### src/rtl/hpt_pkg.sv
// Shared constants and types for the hashed page table search engine.
// Assumes 32-bit memory words and 64-bit entries stored as two words.
package hpt_pkg;
    localparam logic [2:0] MODE_CACHED = 3'b001;

    typedef enum logic [2:0] {
        S_IDLE,
        S_RD_TAG,
        S_RD_ATTR,
        S_FILL,
        S_WR_ATTR,
        S_DONE,
        S_FAULT
    } walk_st_t;
endpackage

### src/rtl/hpt_match.sv
// Compares one entry's first word against the access.
// Field layout (LSB-0): valid at the top bit, then VSID, then hash select,
// then the abbreviated page index in the low bits.
module hpt_match #(
    parameter int WORD_W = 32,
    parameter int VSID_W = 24,
    parameter int API_W  = 6
) (
    input  logic [WORD_W-1:0] tag_word,
    input  logic [VSID_W-1:0] vsid,
    input  logic [API_W-1:0]  api,
    input  logic              hsel,
    output logic              hit
);
    localparam int V_POS = WORD_W - 1;
    localparam int H_POS = WORD_W - 2 - VSID_W;

    // Combinational compare of all four fields.
    always_comb begin
        hit = tag_word[V_POS]
            && (tag_word[H_POS] == hsel)
            && (tag_word[V_POS-1 -: VSID_W] == vsid)
            && (tag_word[API_W-1:0] == api);
    end
endmodule

### src/rtl/hpt_addr.sv
// Forms the byte address of an entry word from a group base and an index.
// Assumes 8-byte entries; the second word sits 4 bytes above the first.
module hpt_addr #(
    parameter int ADDR_W = 32,
    parameter int IDX_W  = 3
) (
    input  logic [ADDR_W-1:0] base,
    input  logic [IDX_W-1:0]  idx,
    input  logic              second_word,
    output logic [ADDR_W-1:0] addr
);
    // Offset = 8*idx + 4*second_word, added to the base.
    always_comb begin
        logic [ADDR_W-1:0] off;
        off = '0;
        off[IDX_W+2:0] = {idx, second_word, 2'b00};
        addr = base + off;
    end
endmodule

### src/rtl/hpt_attr_upd.sv
// Computes the updated second word: referenced bit always set, changed bit
// set for an unprotected write. Flags whether anything changed.
module hpt_attr_upd #(
    parameter int WORD_W = 32,
    parameter int R_POS  = 8,
    parameter int C_POS  = 7
) (
    input  logic [WORD_W-1:0] attr_in,
    input  logic              is_write,
    input  logic              prot_viol,
    output logic [WORD_W-1:0] attr_out,
    output logic              changed
);
    // Set bits and compare against the original word.
    always_comb begin
        attr_out = attr_in;
        attr_out[R_POS] = 1'b1;
        if (is_write && !prot_viol) begin
            attr_out[C_POS] = 1'b1;
        end
        changed = (attr_out != attr_in);
    end
endmodule

### src/rtl/hpt_search.sv
// Hashed page table search engine. Scans the primary group, then the
// secondary group, fills the TLB on a hit and writes back R/C if needed.
// Assumes a single-outstanding req/ack memory port; request held until ack.
module hpt_search
    import hpt_pkg::*;
#(
    parameter int ADDR_W  = 32,
    parameter int WORD_W  = 32,
    parameter int VSID_W  = 24,
    parameter int API_W   = 6,
    parameter int NUM_ENT = 8,
    parameter int R_POS   = 8,
    parameter int C_POS   = 7
) (
    input  logic              clk,
    input  logic              rst_n,
    input  logic              start,
    input  logic [VSID_W-1:0] acc_vsid,
    input  logic [API_W-1:0]  acc_api,
    input  logic              acc_write,
    input  logic              acc_prot_viol,
    input  logic [ADDR_W-1:0] pri_base,
    input  logic [ADDR_W-1:0] sec_base,
    output logic              busy,
    output logic              done,
    output logic              fault,
    output logic              mem_req,
    output logic              mem_we,
    output logic [ADDR_W-1:0] mem_addr,
    output logic [WORD_W-1:0] mem_wdata,
    output logic [2:0]        mem_mode,
    input  logic              mem_ack,
    input  logic [WORD_W-1:0] mem_rdata,
    output logic              tlb_fill,
    output logic [WORD_W-1:0] tlb_hi,
    output logic [WORD_W-1:0] tlb_lo
);
    localparam int IDX_W = (NUM_ENT > 1) ? $clog2(NUM_ENT) : 1;
    localparam logic [IDX_W-1:0] LAST_IDX = IDX_W'(NUM_ENT - 1);

    walk_st_t          st;
    logic [VSID_W-1:0] vsid_q;
    logic [API_W-1:0]  api_q;
    logic              wr_q;
    logic              prot_q;
    logic [ADDR_W-1:0] pri_q;
    logic [ADDR_W-1:0] sec_q;
    logic              sec_sel;
    logic [IDX_W-1:0]  idx_q;
    logic [WORD_W-1:0] tag_q;
    logic [WORD_W-1:0] attr_q;
    logic              chg_q;

    logic              tag_hit;
    logic [WORD_W-1:0] attr_new;
    logic              attr_chg;
    logic [ADDR_W-1:0] grp_base;

    // Select the group being scanned.
    always_comb grp_base = sec_sel ? sec_q : pri_q;

    hpt_addr #(.ADDR_W(ADDR_W), .IDX_W(IDX_W)) u_addr (
        .base        (grp_base),
        .idx         (idx_q),
        .second_word (st != S_RD_TAG),
        .addr        (mem_addr)
    );

    hpt_match #(.WORD_W(WORD_W), .VSID_W(VSID_W), .API_W(API_W)) u_match (
        .tag_word (mem_rdata),
        .vsid     (vsid_q),
        .api      (api_q),
        .hsel     (sec_sel),
        .hit      (tag_hit)
    );

    hpt_attr_upd #(.WORD_W(WORD_W), .R_POS(R_POS), .C_POS(C_POS)) u_upd (
        .attr_in   (mem_rdata),
        .is_write  (wr_q),
        .prot_viol (prot_q),
        .attr_out  (attr_new),
        .changed   (attr_chg)
    );

    // Search sequencer: capture on start, step through entries, finish.
    always_ff @(posedge clk) begin
        if (!rst_n) begin
            st      <= S_IDLE;
            vsid_q  <= '0;
            api_q   <= '0;
            wr_q    <= 1'b0;
            prot_q  <= 1'b0;
            pri_q   <= '0;
            sec_q   <= '0;
            sec_sel <= 1'b0;
            idx_q   <= '0;
            tag_q   <= '0;
            attr_q  <= '0;
            chg_q   <= 1'b0;
        end else begin
            case (st)
                S_IDLE: begin
                    if (start) begin
                        vsid_q  <= acc_vsid;
                        api_q   <= acc_api;
                        wr_q    <= acc_write;
                        prot_q  <= acc_prot_viol;
                        pri_q   <= pri_base;
                        sec_q   <= sec_base;
                        sec_sel <= 1'b0;
                        idx_q   <= '0;
                        st      <= S_RD_TAG;
                    end
                end
                S_RD_TAG: begin
                    if (mem_ack) begin
                        if (tag_hit) begin
                            tag_q <= mem_rdata;
                            st    <= S_RD_ATTR;
                        end else if (idx_q == LAST_IDX) begin
                            if (sec_sel) begin
                                st <= S_FAULT;
                            end else begin
                                sec_sel <= 1'b1;
                                idx_q   <= '0;
                            end
                        end else begin
                            idx_q <= idx_q + 1'b1;
                        end
                    end
                end
                S_RD_ATTR: begin
                    if (mem_ack) begin
                        attr_q <= attr_new;
                        chg_q  <= attr_chg;
                        st     <= S_FILL;
                    end
                end
                S_FILL:    st <= chg_q ? S_WR_ATTR : S_DONE;
                S_WR_ATTR: if (mem_ack) st <= S_DONE;
                default:   st <= S_IDLE;
            endcase
        end
    end

    // Output decode from the current state.
    always_comb begin
        busy      = (st != S_IDLE);
        done      = (st == S_DONE);
        fault     = (st == S_FAULT);
        mem_req   = (st == S_RD_TAG) || (st == S_RD_ATTR) || (st == S_WR_ATTR);
        mem_we    = (st == S_WR_ATTR);
        mem_wdata = attr_q;
        mem_mode  = MODE_CACHED;
        tlb_fill  = (st == S_FILL);
        tlb_hi    = tag_q;
        tlb_lo    = attr_q;
    end
endmodule

### config.mk
export PLATFORM = sky130hd
export DESIGN_NAME = hpt_search
export DESIGN_NICKNAME = d
export VERILOG_FILES = /design/src/rtl/hpt_pkg.sv /design/src/rtl/hpt_match.sv /design/src/rtl/hpt_addr.sv /design/src/rtl/hpt_attr_upd.sv /design/src/rtl/hpt_search.sv
export SDC_FILE = /design/constraint.sdc
export NUM_CORES = 1
export LEC_CHECK = 0
export BUFFER_PORTS_ARGS = -buffer_cell sky130_fd_sc_hd__buf_2
export CORE_ASPECT_RATIO = 2
export CORE_UTILIZATION = 35
export DETAILED_ROUTE_END_ITERATION = 10
export SYNTH_ARGS = -nofsm -noshare
export SYNTH_HDL_FRONTEND = slang
export SYNTH_HIERARCHICAL = 1
export SYNTH_SLANG_ARGS = --single-unit
### constraint.sdc
create_clock -name clk -period 8.8 [get_ports clk]
set_clock_uncertainty 0.2 [all_clocks]
set_input_delay 2.64 -clock clk [delete_from_list [all_inputs] [get_ports clk]]
set_output_delay 2.64 -clock clk [all_outputs]
set_load 0.05 [all_outputs]
==> metrics.md, run 1 <==
| Metric | Value |
|---|---|
| Outcome | completed |
| Port Buffers | between 200 and 300 |
| Logic pwr share | around 11% |
| Fin util | between 40% and 50% |
| Setup violations, final | 0 |
| FMAX | 146.7 MHz |
| Sw power | roughly 460 µW |
| IO Count | approximately 270 |
| Clk Latency, worst-skew pair | approximately 0.46 ns |
| Fin area | roughly 10000 µm² |
| Cells after Synth | 1022 |
| Post_cts resized | 0 |
| Largest net degree at the start of global routing | about 100 |
| Slew @ Worst Pin | roughly 1.2 ns |
| Post-Syn Area per Cell | approximately 8.5 µm² |
| Post-synth EDFFs | 0 |
| Peak supply drop | 0.1062 mV |
| Final worst path period need | a little under 7 ns |
| Final setup TNS | 0 ns |
| Switch share | 24.86% |
| P_int | about 1.4 mW |
| Critical path capture point type | primary output |
| Number of synthesized register bits | 168 |
| Crit Path Class | reg -> out |
| Dpl cell area | 9552 µm² |
| Site Rows | slightly above 80 |
| Crit path arrival time | roughly 4 ns |
| PwrDens | 182.9 nW/µm² |
| Root buf cell | clkbuf_16 |
| Commonest non-fill, non-tap cell in the layout | nand2_1 |
| Total Routing Usage GR | between 20 and 25% |
| Post-DP HPWL | approximately 19000 µm |
| Commonest cells after routing, fill and taps aside | nand2_1, buf_2, dfxtp_1 |
| Postcts setup bufs | 0 |
| FF-to-FF Start | sec_sel |
| Total power | about 1.9 mW |
| Clk pwr share | a little under half |
| First-pass GRT wire length | ~38000 µm |
| Via Count | 7320 |
| Initial Utilization | ~36% |
| CTS buffer count | 17 |
| Leak | 4.644 nW |
| Hold crit path type | reg -> reg |
| Max Fanout on Critical Path | 37 |
| Final Max Tran Viols | 0 |
| Hold Path Sink | pri_q[30] |
| Register share of total power | 43.0% |
| Seq/Total Area, Yosys | 38.88% |
| CP required | ~6.0 ns |
| Final nets | ~1300 |
| Share of post-route cells with drive strength above 1 | 29.41% |
| Cell Area, Synth | 8650 µm² |
| Total Routed Length | 25630 µm |
| Gpl congestion | 0.8221 |
| Die Wd | between 100 and 150 µm |
| Register-to-register setup slack | 5.72 ns |
| Ys flop type | dfxtp_1 |
| Area delta synth->final | 18.07% |
| Pre-antenna DRT Iters | 5 |
| Post-synthesis async set-or-reset flop share | 0% |
| Max cap viols | 0 |
| Synth warn | 6 |
| H-tree Lvls | 4 |
| Clock buffer depth | 2 |
| Hold_buf cts | 0 |
| Startpoint Class | flop |
| Distinct cells, synth | 52 |
| RR Endpoint | tlb_hi[27] |
| DR vias/cell | a little under 5 |
| Post-route ant nets | 0 |
| CTS sink count | about 170 |
| Vias in the first global route | a little under 7000 |
| R2R depth | 6 |
| Antenna violations before repair | 6 |
| Chip height | between 200 and 250 µm |
| Remaining Overflow, GRT | 0 |
| Core Region | around 24000 µm² |
| RSZ-0062 raised after global routing | false |
| Hold Path Cell Cnt | 2 |
| WL/cell | 17.40 µm |
| Clk slew on worst S/H paths | 0.06 ns |
| DR iter-0 viols | between 300 and 400 |
| Die ar. | between 20000 and 30000 µm² |
| Hold_sp | pri_q[30] |
| DRC | 0 |
| CTS tree | yes |
| Part of the cycle the worst path needs | between 70 and 80% |
| Max-slew headroom at the worst pin | about 17% |
| Final hold vios | 0 |
| FILL cells | around 2600 |
-- how the worst max path moves through the flow --
stage,start,to,slack (ns),depth (start not counted)
global route,sec_sel,mem_addr[31],1.77,7
floorplan,sec_sel,mem_addr[22],2.67,11
CTS,sec_sel,mem_addr[31],1.94,7
finish,sec_sel,mem_addr[31],1.98,7
detailed placement,sec_sel,mem_addr[31],2.43,7
global placement,sec_sel,mem_addr[31],2.52,7
-- power by group through the flow --
stage               combinational, mW  sequential [mW]  clock, mW
global placement                0.215            0.819          0
floorplan                       0.155            0.814          0
CTS                             0.218            0.803      0.874
detailed placement              0.217            0.820          0
finish                          0.213            0.803      0.851
global route                    0.232            0.806      0.902
-- worst max-delay path: stages (launching register included) --
cell and delay (ns):
dfxtp_2 0.93, mux2_2 0.42, ha_1 0.35, nand2_1 0.07, o21ai_1 0.93, nand4_1 0.28, xnor2_1 0.23, buf_2 0.29
-- metrics by stage --
| stage | cells | hold slack [ns] | worst slack (ns) |
|---|---|---|---|
| 2_1_floorplan | 1023 | 0.2300 | 2.670 |
| 3_3_place_gp | 1441 | 0.2370 | 2.522 |
| 3_5_place_dp | 1441 | 0.2428 | 2.432 |
| 4_1_cts | 1470 | 0.2511 | 1.938 |
| 5_1_grt | 1473 | 0.2638 | 1.772 |
| 6_report | 1473 | 0.2480 | 1.982 |
-- layer usage --
| metal | wire length [µm] | vias up | GRT usage (%) |
|---|---|---|---|
| li1 | - | 3626 | - |
| met1 | 9232 | 3449 | 19.41 |
| met4 | 869 | 4 | 10.99 |
| met5 | 22 | - | 0 |
| met2 | 14630 | 192 | 39.62 |
| met3 | 880 | 49 | 4.177 |
-- final cells by class --
cell class	count	area (µm²)	area share (%)
clock buffer	19	452.9	4.435
tap	290	362.8	3.553
antenna	3	7.507	0.07351
clock inverter	10	200.2	1.960
sequential	168	3364	32.95
multi-input combinational	706	4432	43.40
inverter	7	26.28	0.2573
timing repair buffer	270	1366	13.38
-- sequential cells by signal, indices dropped and copies added (netlist names) --
name / flops
prot_q: 1
sec_sel: 1
tlb_hi: 32
vsid_q: 24
api_q: 6
sec_q: 32
chg_q: 1
wr_q: 1
st: 3
pri_q: 32
mem_wdata: 32
idx_q: 3
-- kinds of logic after synthesis --
kind of cell             share of synthesized area (%)
flip-flops                                       38.88
AND/OR/NAND/NOR                                  21.05
multiplexers                                     4.513
XOR/XNOR                                         6.075
adder cells (fa/ha/maj)                          1.244
AO/OA/AOI/OAI                                    17.98
buffers and inverters                            10.13
other                                           0.1302
-- cell usage after synthesis (6+ instances only) --
| cell type | instances | share of area (%) |
|---|---|---|
| nand2_1 | 271 | 12 |
| dfxtp_1 | 168 | 39 |
| a21boi_1 | 112 | 9.7 |
| buf_4 | 72 | 6.2 |
| a21boi_0 | 50 | 4.3 |
| clkbuf_1 | 37 | 1.6 |
| and3_1 | 35 | 2.5 |
| xnor2_1 | 35 | 3.5 |
| mux2_2 | 32 | 4.2 |
| o21a_1 | 32 | 2.8 |
| buf_2 | 31 | 1.8 |
| xor2_1 | 25 | 2.5 |
| nand4_1 | 16 | 1.2 |
| nand3_1 | 15 | 0.87 |
| nor2_1 | 10 | 0.43 |
| ha_1 | 7 | 1.0 |
| inv_1 | 7 | 0.30 |
| a21oi_1 | 6 | 0.35 |
No activity file was read; power rests on OpenSTA's default activity.
==> inputs of run 2 (changes only) <==
Settings changed: ABC_AREA from default to 1.
Clock period 8.8 ns to 6.67 ns, I/O delays scaled along.
==> metrics.md, run 2 <==
| Metric | Value |
|---|---|
| Max cap viols | 0 (unchanged) |
| Register-to-register setup slack | 3.39 ns (-2.33 ns) |
| Antenna violations before repair | 4 (-2) |
| R2R depth | 14 (+8) |
| CTS tree | yes |
| Most numerous cell in the Yosys netlist | nand2_1 |
| H-tree Lvls | 4 (unchanged) |
| Cells after Synth | 1306 (+28%) |
| RR Endpoint | tlb_hi[13] |
| Total Routing Usage GR | 21.74% (+1.4 points) |
| DRC | 0 (unchanged) |
| Max Fanout on Critical Path | 52 (+41%) |
| Commonest non-fill, non-tap cell in the layout | buf_2 |
| Worst Path Buf+Inv | 2 (+1) |
| Clock buffer depth | 2 (unchanged) |
| Largest net degree at the start of global routing | 111 (+9.9%) |
| Area occupied by multi-input gates | 3854 µm² (-13%) |
| CP top delay family | flip-flops |
| Fin util | 42.48% (+0.49 points) |
| Placed Cells | 1783 (+24%) |
| Gpl congestion | 0.9851 (+20%) |
| Site Rows | 81 (unchanged) |
| Number of synthesized register bits | 168 (unchanged) |
| Leading cell types by total area after synthesis | dfxtp_1, o21ai_0, nand2_1 |
| FILL cells | 2669 (+4.6%) |
| Outcome | completed |
| Part of the cycle the worst path needs | ~80% |
| Largest family of logic cells by synthesized area | simple AND/OR/NAND/NOR gates |
| Final hold vios | 0 (unchanged) |
| Critical path capture point type | primary output |
| Root buf cell | clkbuf_16 |
| Final setup TNS | 0 ns (unchanged) |
| FMAX | about 180 MHz |
| Hold_buf cts | 0 (unchanged) |
| Distinct cells, synth | 28 (-46%) |
| CTS buffer count | 17 (unchanged) |
| Final worst path period need | ~5.5 ns |
| Post-route ant nets | 0 (unchanged) |
| Crit-path slowest cell | dfxtp_2 |
| Area delta synth->final | 19.78% |
| Post-synth EDFFs | 0 (unchanged) |
| Slew @ Worst Pin | 0.9419 ns (-0.2887 ns) |
| Hold Path Cell Cnt | 2 (unchanged) |
| CP required | 4.47 ns (-1.49 ns) |
| Hold Path Sink | sec_q[31] |
| Core Region | 24420 µm² (+0.42%) |
| Startpoint Class | flop |
| Post-DP HPWL | 20810 µm (+12%) |
| Die ar. | 25420 µm² (+0.14%) |
| Ys flop type | dfxtp_1 |
| CP Cell Sequence | o21ai_0, ha_1, nand2_1, inv_1, nand2_1, nand2_1, nand2_1, nand2_1, xor2_1, buf_2 |
| FF-to-FF Start | sec_sel |
| Post-Syn Area per Cell | 6.633 µm² (-22%) |
| Mux cell area share after synthesis | 0% (-4.5 points) |
| CTS sink count | 168 (unchanged) |
| Cell repeated most along the worst path | nand2_1 |
| Via Count | 8347 (+14%) |
| DR vias/cell | 4.596 (-7.5%) |
| Max-slew headroom at the worst pin | 37.20% (+20 points) |
| Clk Latency, worst-skew pair | 0.44 ns (-0.02 ns) |
| Leak | 5.024 nW (+8.2%) |
| List of most frequent post-synthesis cells | nand2_1, nor2_1, o21ai_0, inv_1, dfxtp_1 |
| Port Buffers | 265 (unchanged) |
| DR iter-0 viols | 395 (+10%) |
| Post_cts resized | 0 (unchanged) |
| Cell taking the most area after synthesis | dfxtp_1 |
| Setup violations, final | 0 (unchanged) |
| Pre-antenna DRT Iters | 7 (+2) |
| Crit path arrival time | 3.25 ns (-0.73 ns) |
| Synth warn | 6 (unchanged) |
| Final nets | 1610 (+23%) |
| Chip height | 224.5 µm (about the same) |
| Remaining Overflow, GRT | 0 (unchanged) |
| Reg area | 3364 µm² (unchanged) |
| Worst path max stage delay | 0.87 ns (-0.06 ns) |
| Share of the synthesized area in the top cell type | 38.83% (-0.056 points) |
| Final Max Tran Viols | 0 (unchanged) |
| First-pass GRT wire length | 41540 µm (+8.2%) |
| Synth Area in Simple Gates | 24.05% (+3.0 points) |
| Cell Area, Synth | 8662 µm² (+0.14%) |
| IO Count | 269 (unchanged) |
| Postcts setup bufs | 0 (unchanged) |
| Hold crit path type | reg -> reg |
| PwrDens | 359.4 nW/µm² (+97%) |
| Final Instance Count excl. Fillers | 1816 (+23%) |
| Total Routed Length | 27340 µm (+6.7%) |
| Die Wd | 113.2 µm (about the same) |
| Synth Area in Compound Gates | 17.62% (-0.36 points) |
| Adder-cell share of the synthesized area | 1.242% (-0.0018 points) |
| WL/cell | 15.06 µm (-13%) |
| Hold_sp | sec_q[31] |
| Post-synthesis async set-or-reset flop share | 0% (unchanged) |
| Peak supply drop | 0.2142 mV (+100%) |
| RSZ-0062 raised after global routing | false |
| Crit Path Class | reg -> out |
| Seq/Total Area, Yosys | 38.83% (-0.056 points) |
| Commonest cells after routing, fill and taps aside | buf_2, nand2_1, nor2_1 |
| Synth Area in XOR/XNOR | 1.314% (-4.8 points) |
| Clk slew on worst S/H paths | 0.06 ns (about the same) |
| Initial Utilization | 35.46% (-0.096 points) |
| Share of post-route cells with drive strength above 1 | 22.45% (-7.0 points) |
| Vias in the first global route | 7938 (+15%) |
==> run 2: worst reg2reg max path: cells and delay by family, from the launching register on <==
| family | cells | cell delay [ns] |
|---|---|---|
| buf+inv | 4 | 0.97 |
| flops | 1 | 0.87 |
| simple gates | 10 | 1.15 |
==> run 2: cell families after synthesis <==
logic type      count (synthesis)
simple gates                  500
fa+ha+maj                       8
xor+xnor                       13
flops                         168
compound gates                304
buf+inv                       310
other cells                     3
==> run 2: final cells by class <==
type,count,area share [%]
multi-input cells,829,37.14
clock buffers,17,4.100
well taps,332,4.004
inverters,183,6.645
repair buffers,271,13.36
clock inverters,15,2.291
diodes,1,0.02412
flip-flops and latches,168,32.43
==> run 2: through the flow <==
stage	hold slack [ns]	worst slack (ns)	cell area [µm²]	total power [mW]
after floorplan	0.2237	1.558	8666	2.322
after global placement	0.2334	1.601	9709	2.627
after detailed placement	0.2365	1.635	9709	2.648
after CTS	0.2470	1.131	10370	3.772
after global routing	0.2618	0.8455	10370	3.953
final	0.2441	1.217	10380	3.729
==> run 2: metal layers <==
layer	vias up	global-route usage [%]	wire (µm)
met3	52	3.907	1072
met4	4	10.14	899
met1	3736	20.19	9649
met2	217	44.21	15690
li1	4338	-	-
met5	-	0	24
==> run 2: how the worst max path moves through the flow <==
stage / to / cells after the start / from
4_1_cts: mem_addr[11] / 10 / sec_sel
3_3_place_gp: mem_addr[11] / 10 / sec_sel
6_report: mem_addr[11] / 10 / sec_sel
5_1_grt: mem_addr[30] / 13 / sec_sel
3_5_place_dp: mem_addr[11] / 10 / sec_sel
2_1_floorplan: mem_addr[12] / 13 / sec_sel
==> run 2: report_power, final <==
part | switching [mW] | total, mW | internal [mW]
clock | 0.441 | 1.11 | 0.674
combinational | 0.959 | 1.30 | 0.338
sequential | 0.112 | 1.32 | 1.20
total | 1.51 | 3.73 | 2.22
